## config.mk

```make
export PLATFORM = sky130hd
export DESIGN_NAME = dma_xfer_counter
export DESIGN_NICKNAME = d
export VERILOG_FILES = /design/src/rtl/dmactr_pkg.sv /design/src/rtl/dmactr_regport.sv /design/src/rtl/dmactr_shadow.sv /design/src/rtl/dmactr_live.sv /design/src/rtl/dma_xfer_counter.sv
export SDC_FILE = /design/constraint.sdc
export NUM_CORES = 1
export LEC_CHECK = 0
export BUFFER_PORTS_ARGS = -buffer_cell sky130_fd_sc_hd__buf_2
export CAP_MARGIN = 10
export CORE_ASPECT_RATIO = 0.6
export CORE_MARGIN = 2
export CORE_UTILIZATION = 40
export DETAILED_ROUTE_END_ITERATION = 8
export SYNTH_ARGS = -nofsm -noshare
export SYNTH_HDL_FRONTEND = slang
export SYNTH_HIERARCHICAL = 1
export SYNTH_SLANG_ARGS = --single-unit
```

## constraint.sdc

```tcl
create_clock -name clk -period 2.9 [get_ports clk]
set_clock_uncertainty 0.2 [all_clocks]
set_input_delay 0.87 -clock clk [delete_from_list [all_inputs] [get_ports clk]]
set_output_delay 0.87 -clock clk [all_outputs]
set_load 0.02 [all_outputs]
```

## src/rtl/dmactr_pkg.sv

```systemverilog
package dmactr_pkg;
  parameter int unsigned CTR_W = 24;
  typedef logic [CTR_W-1:0] ctr_t;

  function automatic ctr_t ctr_dec(input ctr_t c);
    return c - ctr_t'(1);
  endfunction

  function automatic logic ctr_is_last(input ctr_t c);
    return c == ctr_t'(1);
  endfunction

  function automatic ctr_t ctr_after_last(input logic rel, input ctr_t shadow);
    return rel ? shadow : '0;
  endfunction
endpackage

```

## src/rtl/dmactr_regport.sv

```systemverilog
module dmactr_regport
  import dmactr_pkg::*;
#(
  parameter int unsigned ADDR_W   = 8,
  parameter int unsigned DATA_W   = 32,
  parameter logic [ADDR_W-1:0] CNT_ADDR = 8'h00,
  parameter logic [ADDR_W-1:0] RLD_ADDR = 8'h04
) (
  input  logic              we,
  input  logic [ADDR_W-1:0] addr,
  input  logic [DATA_W-1:0] wdata,
  input  ctr_t              cnt_q,
  input  ctr_t              rld_q,
  output logic              cnt_wr,
  output logic              rld_wr,
  output ctr_t              wval,
  output logic [DATA_W-1:0] rdata
);
  localparam int unsigned PAD_W = DATA_W - CTR_W;

  logic hit_cnt, hit_rld;
  assign hit_cnt = (addr == CNT_ADDR);
  assign hit_rld = (addr == RLD_ADDR);
  assign cnt_wr  = we && hit_cnt;
  assign rld_wr  = we && hit_rld;
  assign wval    = wdata[CTR_W-1:0];

  always_comb begin
    rdata = '0;
    if (hit_cnt)      rdata = {{PAD_W{1'b0}}, cnt_q};
    else if (hit_rld) rdata = {{PAD_W{1'b0}}, rld_q};
  end
endmodule

```

## src/rtl/dmactr_shadow.sv

```systemverilog
module dmactr_shadow
  import dmactr_pkg::*;
(
  input  logic clk,
  input  logic por_n,
  input  logic wr,
  input  ctr_t wval,
  output ctr_t rld_q
);
  always_ff @(posedge clk or negedge por_n) begin
    if (!por_n)  rld_q <= '0;
    else if (wr) rld_q <= wval;
  end
endmodule

```

## src/rtl/dmactr_live.sv

```systemverilog
module dmactr_live
  import dmactr_pkg::*;
(
  input  logic clk,
  input  logic por_n,
  input  logic man_n,
  input  logic cnt_wr,
  input  ctr_t wval,
  input  logic strobe,
  input  logic reload_en,
  input  ctr_t rld_q,
  output ctr_t cnt_q,
  output logic done_q,
  output logic final_evt
);
  assign final_evt = strobe && !cnt_wr && ctr_is_last(cnt_q);

  always_ff @(posedge clk or negedge por_n) begin
    if (!por_n) begin
      cnt_q  <= '0;
      done_q <= 1'b0;
    end else if (!man_n) begin
      cnt_q  <= '0;
      done_q <= 1'b0;
    end else begin
      done_q <= final_evt;
      if (cnt_wr)         cnt_q <= wval;
      else if (final_evt) cnt_q <= ctr_after_last(reload_en, rld_q);
      else if (strobe)    cnt_q <= ctr_dec(cnt_q);
    end
  end
endmodule

```

## src/rtl/dma_xfer_counter.sv

```systemverilog
module dma_xfer_counter
  import dmactr_pkg::*;
#(
  parameter int unsigned ADDR_W = 8,
  parameter int unsigned DATA_W = 32
) (
  input  logic              clk,
  input  logic              por_rst_n,
  input  logic              man_rst_n,
  input  logic              reg_we,
  input  logic [ADDR_W-1:0] reg_addr,
  input  logic [DATA_W-1:0] reg_wdata,
  output logic [DATA_W-1:0] reg_rdata,
  input  logic              unit_strobe,
  input  logic              reload_en,
  output logic              xfer_done
);
  ctr_t cnt_q, rld_q, wval;
  logic cnt_wr, rld_wr, final_evt, done_q;

  dmactr_regport #(.ADDR_W(ADDR_W), .DATA_W(DATA_W)) u_port (
    .we(reg_we), .addr(reg_addr), .wdata(reg_wdata),
    .cnt_q(cnt_q), .rld_q(rld_q),
    .cnt_wr(cnt_wr), .rld_wr(rld_wr), .wval(wval), .rdata(reg_rdata)
  );

  dmactr_shadow u_shadow (
    .clk(clk), .por_n(por_rst_n), .wr(rld_wr), .wval(wval), .rld_q(rld_q)
  );

  dmactr_live u_live (
    .clk(clk), .por_n(por_rst_n), .man_n(man_rst_n),
    .cnt_wr(cnt_wr), .wval(wval), .strobe(unit_strobe),
    .reload_en(reload_en), .rld_q(rld_q),
    .cnt_q(cnt_q), .done_q(done_q), .final_evt(final_evt)
  );

  assign xfer_done = done_q;
endmodule

```

### Word level (Yosys, flattened, before mapping)

Cells that the tools add are included.

* bits in read-only memories: 0
* logic and storage cells: 21
* memories kept: 0
* bits in latches: 0
* bits in writable memories: 0
* register bits: 49
* output and inout port bits: 33

* $lt $le $gt $ge: 0
* shifts and indexed selects: 0
* muxes and demuxes: 8
* div/mod/pow operators: 0
* bitwise operators: 0
* multiply operators: 0
* add/subtract/negate cells: 1
* equality and inequality tests: 3
* reduce and logical (&&, ||, !) cells: 6

Operator list (number)
* two-way mux 24 bit: 6
* two-way mux 32 bit: 1
* == test 24 x 1 -> 1 bit (second input constant): 1
* subtractor 24 x 1 -> 24 bit (second input constant): 1
* == test 8 x 3 -> 1 bit (second input constant): 1
* zero test 8 bit: 1
* logical AND 1 bit: 4
* != test 4 x 1 -> 1 bit (second input constant): 1
* zero test 1 bit: 1
* two-way mux 1 bit: 1

### Logic depth before layout (Yosys ltp)

* word-level depth: 8
* gate-level depth with buffers: 10

### Hierarchy

Netlist, hierarchy kept.

By module, submodules not included
* dmactr_live: cells each 258, instances 1, area an instance 2018.2 um^2
* dmactr_shadow: cells each 51, instances 1, area an instance 997.2 um^2
* dmactr_regport: cells each 96, instances 1, area an instance 820.8 um^2

### Least setup slack after synthesis

OpenSTA, ideal clock, no wires.

* path type: in2reg
* from: input reg_addr[0]
* to: register u_live.cnt_q[18]
* path slack: -0.560 ns
* buffers on the path: 2
* data arrival time: 3.136 ns
* required time: 2.576 ns
* stages: 10
* path through: or4_4 -> buf_6 -> nor4_1 -> nor4bb_1 -> nand4_1 -> nor2_1 -> clkbuf_1 -> a311oi_1 -> o21ai_0 -> nor3b_1

* word-level cells in the longest chain between the ends: 8
* elaborated cells between the ends (all ways): 9
* classes of those cells: eq/ne (1); mux (3); reduce/logical (5)

RTL lines
* start: declaration: line dma_xfer_counter.sv:11 `input logic [ADDR_W-1:0] reg_addr,`
* zero test 8 bit *: line dmactr_regport.sv:22 `assign hit_cnt = (addr == CNT_ADDR);`
* logical AND 1 bit *: line dmactr_regport.sv:24 `assign cnt_wr = we && hit_cnt;`
* via cnt_wr: line dma_xfer_counter.sv:19 `logic cnt_wr, rld_wr, final_evt, done_q;`
* zero test 1 bit: line dmactr_live.sv:16 `assign final_evt = strobe && !cnt_wr && ctr_is_last(cnt_q);`
* logical AND 1 bit (2 in series): line dmactr_live.sv:16
* two-way mux 24 bit: line dmactr_live.sv:28 `else if (final_evt) cnt_q <= ctr_after_last(reload_en, rld_q);`
* two-way mux 24 bit: line dmactr_live.sv:27 `if (cnt_wr) cnt_q <= wval;`
* two-way mux 24 bit: line dmactr_live.sv:22 `end else if (!man_n) begin`
* end signal: assignment: line dmactr_live.sv:27
* end signal: assignment: line dmactr_live.sv:28
* end signal: assignment: line dmactr_live.sv:29 `else if (strobe) cnt_q <= ctr_dec(cnt_q);`
* end: declaration: line dmactr_live.sv:12 `output ctr_t cnt_q,`

Mark *: on every way through the listed nets, which the timed path passes. The rest lies on a longest branch.
A chain may end at the register's enable or synchronous reset.

### Worst setup path in the final report

* from: input reg_addr[6]
* to: output reg_rdata[0]

* word-level cells in the longest chain between the ends: 3
* elaborated cells between the ends (all ways): 4
* classes of those cells: eq/ne (1); mux (2); reduce/logical (1)

RTL lines
* == test 8 x 3 -> 1 bit: line dmactr_regport.sv:23 `assign hit_rld = (addr == RLD_ADDR);`
* two-way mux 24 bit: line dmactr_regport.sv:31 `else if (hit_rld) rdata = {{PAD_W{1'b0}}, rld_q};`
* two-way mux 32 bit *: line dmactr_regport.sv:30 `if (hit_cnt) rdata = {{PAD_W{1'b0}}, cnt_q};`
* end: declaration: line dma_xfer_counter.sv:13 `output logic [DATA_W-1:0] reg_rdata,`

Mark *: on every way between the ends. The rest lies on a longest branch, timed or not.

==> impl_summary.md <==
Run status
The run finished, with violations left. The final reports fail on negative setup slack.

Floorplan
The initial standard-cell utilization of the core is 41.4%. The die outline width is 130 um. The die covers 10400 um^2. The die boundary height is 79.9 um.

In this run the standard cell core region covers 9260 um^2. Row generation in the floorplan step produced 27 rows. During I/O placement, the number of pins put on the boundary was 79.

Routing
The average vias per placed instance is 5.68. The count of antenna-violating nets left after detailed routing is 0. The remaining routing DRC violations is 0. For this block, the via count after detailed routing is 3488. The initial detailed-routing violation count is 403.

The pre-antenna-repair detailed-routing pass consisted of 5 iterations. The final routed wirelength across all metal layers is 12800 um. In the final routed layout, each cell accounts on average for 20.8 um.

Yosys
The number of distinct library cells after synthesis is 58. In this run, synthesis produced a sequential element count of 49. The fraction of synthesis flops using an asynchronous set or reset pin is 100%. The number of enable flip-flop cells after synthesis is 0.

In this run the cell area of the synthesized design comes to 3840 um^2. Among all flip-flop cells after synthesis, the most frequent one is sky130_fd_sc_hd__dfrtp_1. By area, the combinational part of the netlist is dominated by simple AND/OR/NAND/NOR gates. In the post-synthesis netlist, the biggest area contributors are sky130_fd_sc_hd__dfrtp_1, sky130_fd_sc_hd__mux2_4, sky130_fd_sc_hd__mux2i_1.

The area share of the largest cell type after synthesis is 32.0%. The largest total area in the synthesized netlist belongs to sky130_fd_sc_hd__dfrtp_1. The multiplexer share of the synthesized area is 15.6%.

The fraction of the mapped netlist area in compound gates is 15.0%. Sequential elements use 32.0% of the synthesized area. The total number of yosys warnings is 6. The synthesized netlist devotes 0.652% of its cell area to adder and majority cells. Synthesis produced 405 cells. After Yosys synthesis, and, or, nand and nor cells account for 22.6% of the synthesized area.

The synthesized netlist devotes 2.05% of its cell area to XOR and XNOR gates. The mean instance size in the synthesized netlist is 9.47 um^2.

Worst setup path
The required time at the endpoint of the critical path is 1830 ps. The kind of end point of the critical path is a primary output. The setup path with the least slack is of type in -> out. The data arrival time of the critical path is 2120 ps.

STA classifies the critical path startpoint as a primary input. The maximum fanout encountered on the critical timing path is 5.

Global routing
Entering global routing, the biggest net connects 28 pins. Global routing used 24.7% of the available tracks. Summed over all layers, the global routing overflow is 0. The number of global-route vias before repair is 3490. The number of antenna violations at the first check in global routing came to 0. The first global-routing pass estimated 19400 um of wire.

Timing
The number of pins with negative max-slew slack in the final report is 0. The minimum setup slack in the final design is -290 ps. The number of failing setup endpoints in the final timing report is 41. The minimum hold slack is 347 ps.

The hold violation count in the final report was 0. In this run the tightest slew margin relative to its limit is 53.3%. Setup repair after global routing could not meet its margin everywhere. For this run, the top clock speed supported by timing is 314 MHz.

The routed design could run at a clock period as short as 3190 ps. The summed negative setup slack over all endpoints is -7230 ps. The final critical path takes up 110% of the cycle. For the pin with the worst max-slew slack, the measured transition is 695 ps.

Clocking
Clock tree synthesis inserted a total of 5 buffers. The number of clock sinks seen by CTS is 49. In this run the number of H-tree levels came out at 2. The post-CTS clock slew at the launch and capture registers of the worst setup and hold paths is 70 ps. Buffers inserted to repair hold after CTS numbered 0.

The clock passes through at most 2 buffers. The worst-skew pair later-pin latency is 300 ps. TritonCTS built the clock tree. In this run the clock root is driven by a sky130_fd_sc_hd__clkbuf_16.

Layout
The layout-stage area growth over the synthesis result is 40.1%. Measured on the finished design, the core utilization comes to 58.0%. Once layout is complete, the cells apart from fillers number 614.

The repair_antennas step left the layout with diodes totalling 0. The summed area of non-filler cells in the final layout is 5370 um^2. The fill cell instance count of the final layout is 798. The library cells used most frequently in the layout, excluding fill and tap cells, are sky130_fd_sc_hd__dfrtp_1, sky130_fd_sc_hd__buf_4, sky130_fd_sc_hd__buf_2. At the end of the flow, the number of nets in the layout was 532.

The library cell used most frequently in the layout, excluding fill and tap cells, is sky130_fd_sc_hd__dfrtp_1. Of the cells placed in the final design, the portion with a size suffix greater than 1 is 49.4%.

Run
Across the run, the number of max-cap violations was 0.

Placement
Prior to clock tree synthesis, the placed netlist has a worst setup slack of -477 ps. The placer's final routability congestion estimate is 0.915. The detailed-placement wirelength estimate is 8280 um. The count of buffers added on input and output ports is 62. The placed cell area is 4480 um^2.

The number of placed instances with taps included is 593.

Pwr
The power per cell area is 568 nW/um^2. The part of the total power dissipated in the clock network is 21.9%. Power comes to 3.05 mW. The switching power share of the total is 40.2%. The static leakage is 2.54 nW. The sequential share of power is 30.0%. The power spent charging and discharging nets is 1.22 mW. Internal power comes to 1.82 mW. The logic gate share of total power is 48.1%. The worst vdd rail ir drop is 0.296 mV.

Worst hold path
The path category of the worst min-delay check is reg -> reg.
[sequential cells by signal, summed over array words and instances (netlist names)]
name and count:
u_live/done_q 1, u_shadow/rld_q 24, u_live/cnt_q 24
[final timing paths]
check                                              startpoint                             end  slack, ps  cells after the start
worst max-delay path                              reg_addr[6]                    reg_rdata[0]       -290                      5
worst min-delay path            u_shadow/rld_q[0]$_DFFE_PN0P_   u_shadow/rld_q[0]$_DFFE_PN0P_        350                      1
worst max register to register    u_live/cnt_q[0]$_DFFE_PN0P_    u_live/cnt_q[19]$_DFFE_PN0P_        260                      7
worst min register to register  u_shadow/rld_q[0]$_DFFE_PN0P_   u_shadow/rld_q[0]$_DFFE_PN0P_        350                      1
max in group asynchronous                           por_rst_n  u_shadow/rld_q[13]$_DFFE_PN0P_       1560                      2
min in group asynchronous                           por_rst_n   u_shadow/rld_q[2]$_DFFE_PN0P_        370                      1
[cells by family after synthesis]
group,after synthesis
other,1
flip-flops,49
buffers and inverters,68
AO/OA/AOI/OAI,95
adder cells (fa/ha/maj),2
AND/OR/NAND/NOR,132
multiplexers,49
XOR/XNOR,9
[synth_stat cells, types with 7 or more instances]
cell type and count:
sky130_fd_sc_hd__clkbuf_1 17, sky130_fd_sc_hd__a21oi_1 24, sky130_fd_sc_hd__and3_1 8, sky130_fd_sc_hd__nand2_1 19, sky130_fd_sc_hd__nor2_1 19, sky130_fd_sc_hd__nor3_1 14, sky130_fd_sc_hd__nor3_2 21, sky130_fd_sc_hd__o31ai_1 8
sky130_fd_sc_hd__inv_1 7, sky130_fd_sc_hd__mux2_4 20, sky130_fd_sc_hd__dfrtp_1 49, sky130_fd_sc_hd__nand3_1 10, sky130_fd_sc_hd__o21ai_0 36, sky130_fd_sc_hd__buf_4 32, sky130_fd_sc_hd__mux2i_1 24
[critical path, stage by stage]
cell,delay [ps]
sky130_fd_sc_hd__buf_6,90
sky130_fd_sc_hd__or4_4,660
sky130_fd_sc_hd__buf_12,210
sky130_fd_sc_hd__nor3_4,140
sky130_fd_sc_hd__buf_6,140
[power by group through the flow]
stage | registers (mW) | clock network (mW) | logic (mW)
6_report | 0.916 | 0.668 | 1.47
5_1_grt | 0.930 | 0.706 | 1.59
4_1_cts | 0.912 | 0.679 | 1.34
3_5_place_dp | 0.921 | 0 | 1.23
3_3_place_gp | 0.913 | 0 | 1.21
2_1_floorplan | 0.910 | 0 | 0.828
[area by class of cell]
class / instances / area [um^2] / area share, %
Multi-Input combinational cell: 296 / 2620 / 48.8
Clock buffer: 5 / 125 / 2.33
Clock inverter: 2 / 35.0 / 0.652
Inverter: 7 / 30.0 / 0.559
Timing Repair Buffer: 125 / 1170 / 21.8
Sequential cell: 49 / 1230 / 22.8
Tap cell: 130 / 163 / 3.03
[routing by layer]
metal,vias to the layer above,share of wire [%],track usage [%]
li1,1611,-,-
met1,1712,49,38.5
met2,155,43,35.9
met3,10,7.1,4.29
met4,0,0.58,4.04
met5,-,0,0
[repair_timing]
action                     CTS  global route
resized for setup           82            56
cloned                       5             2
pin swaps                   21            14
setup endpoints to repair   40            51
buffers inserted             3             4
hold endpoints to repair     0             0
Note: power is estimated with default switching activity, not from simulation.
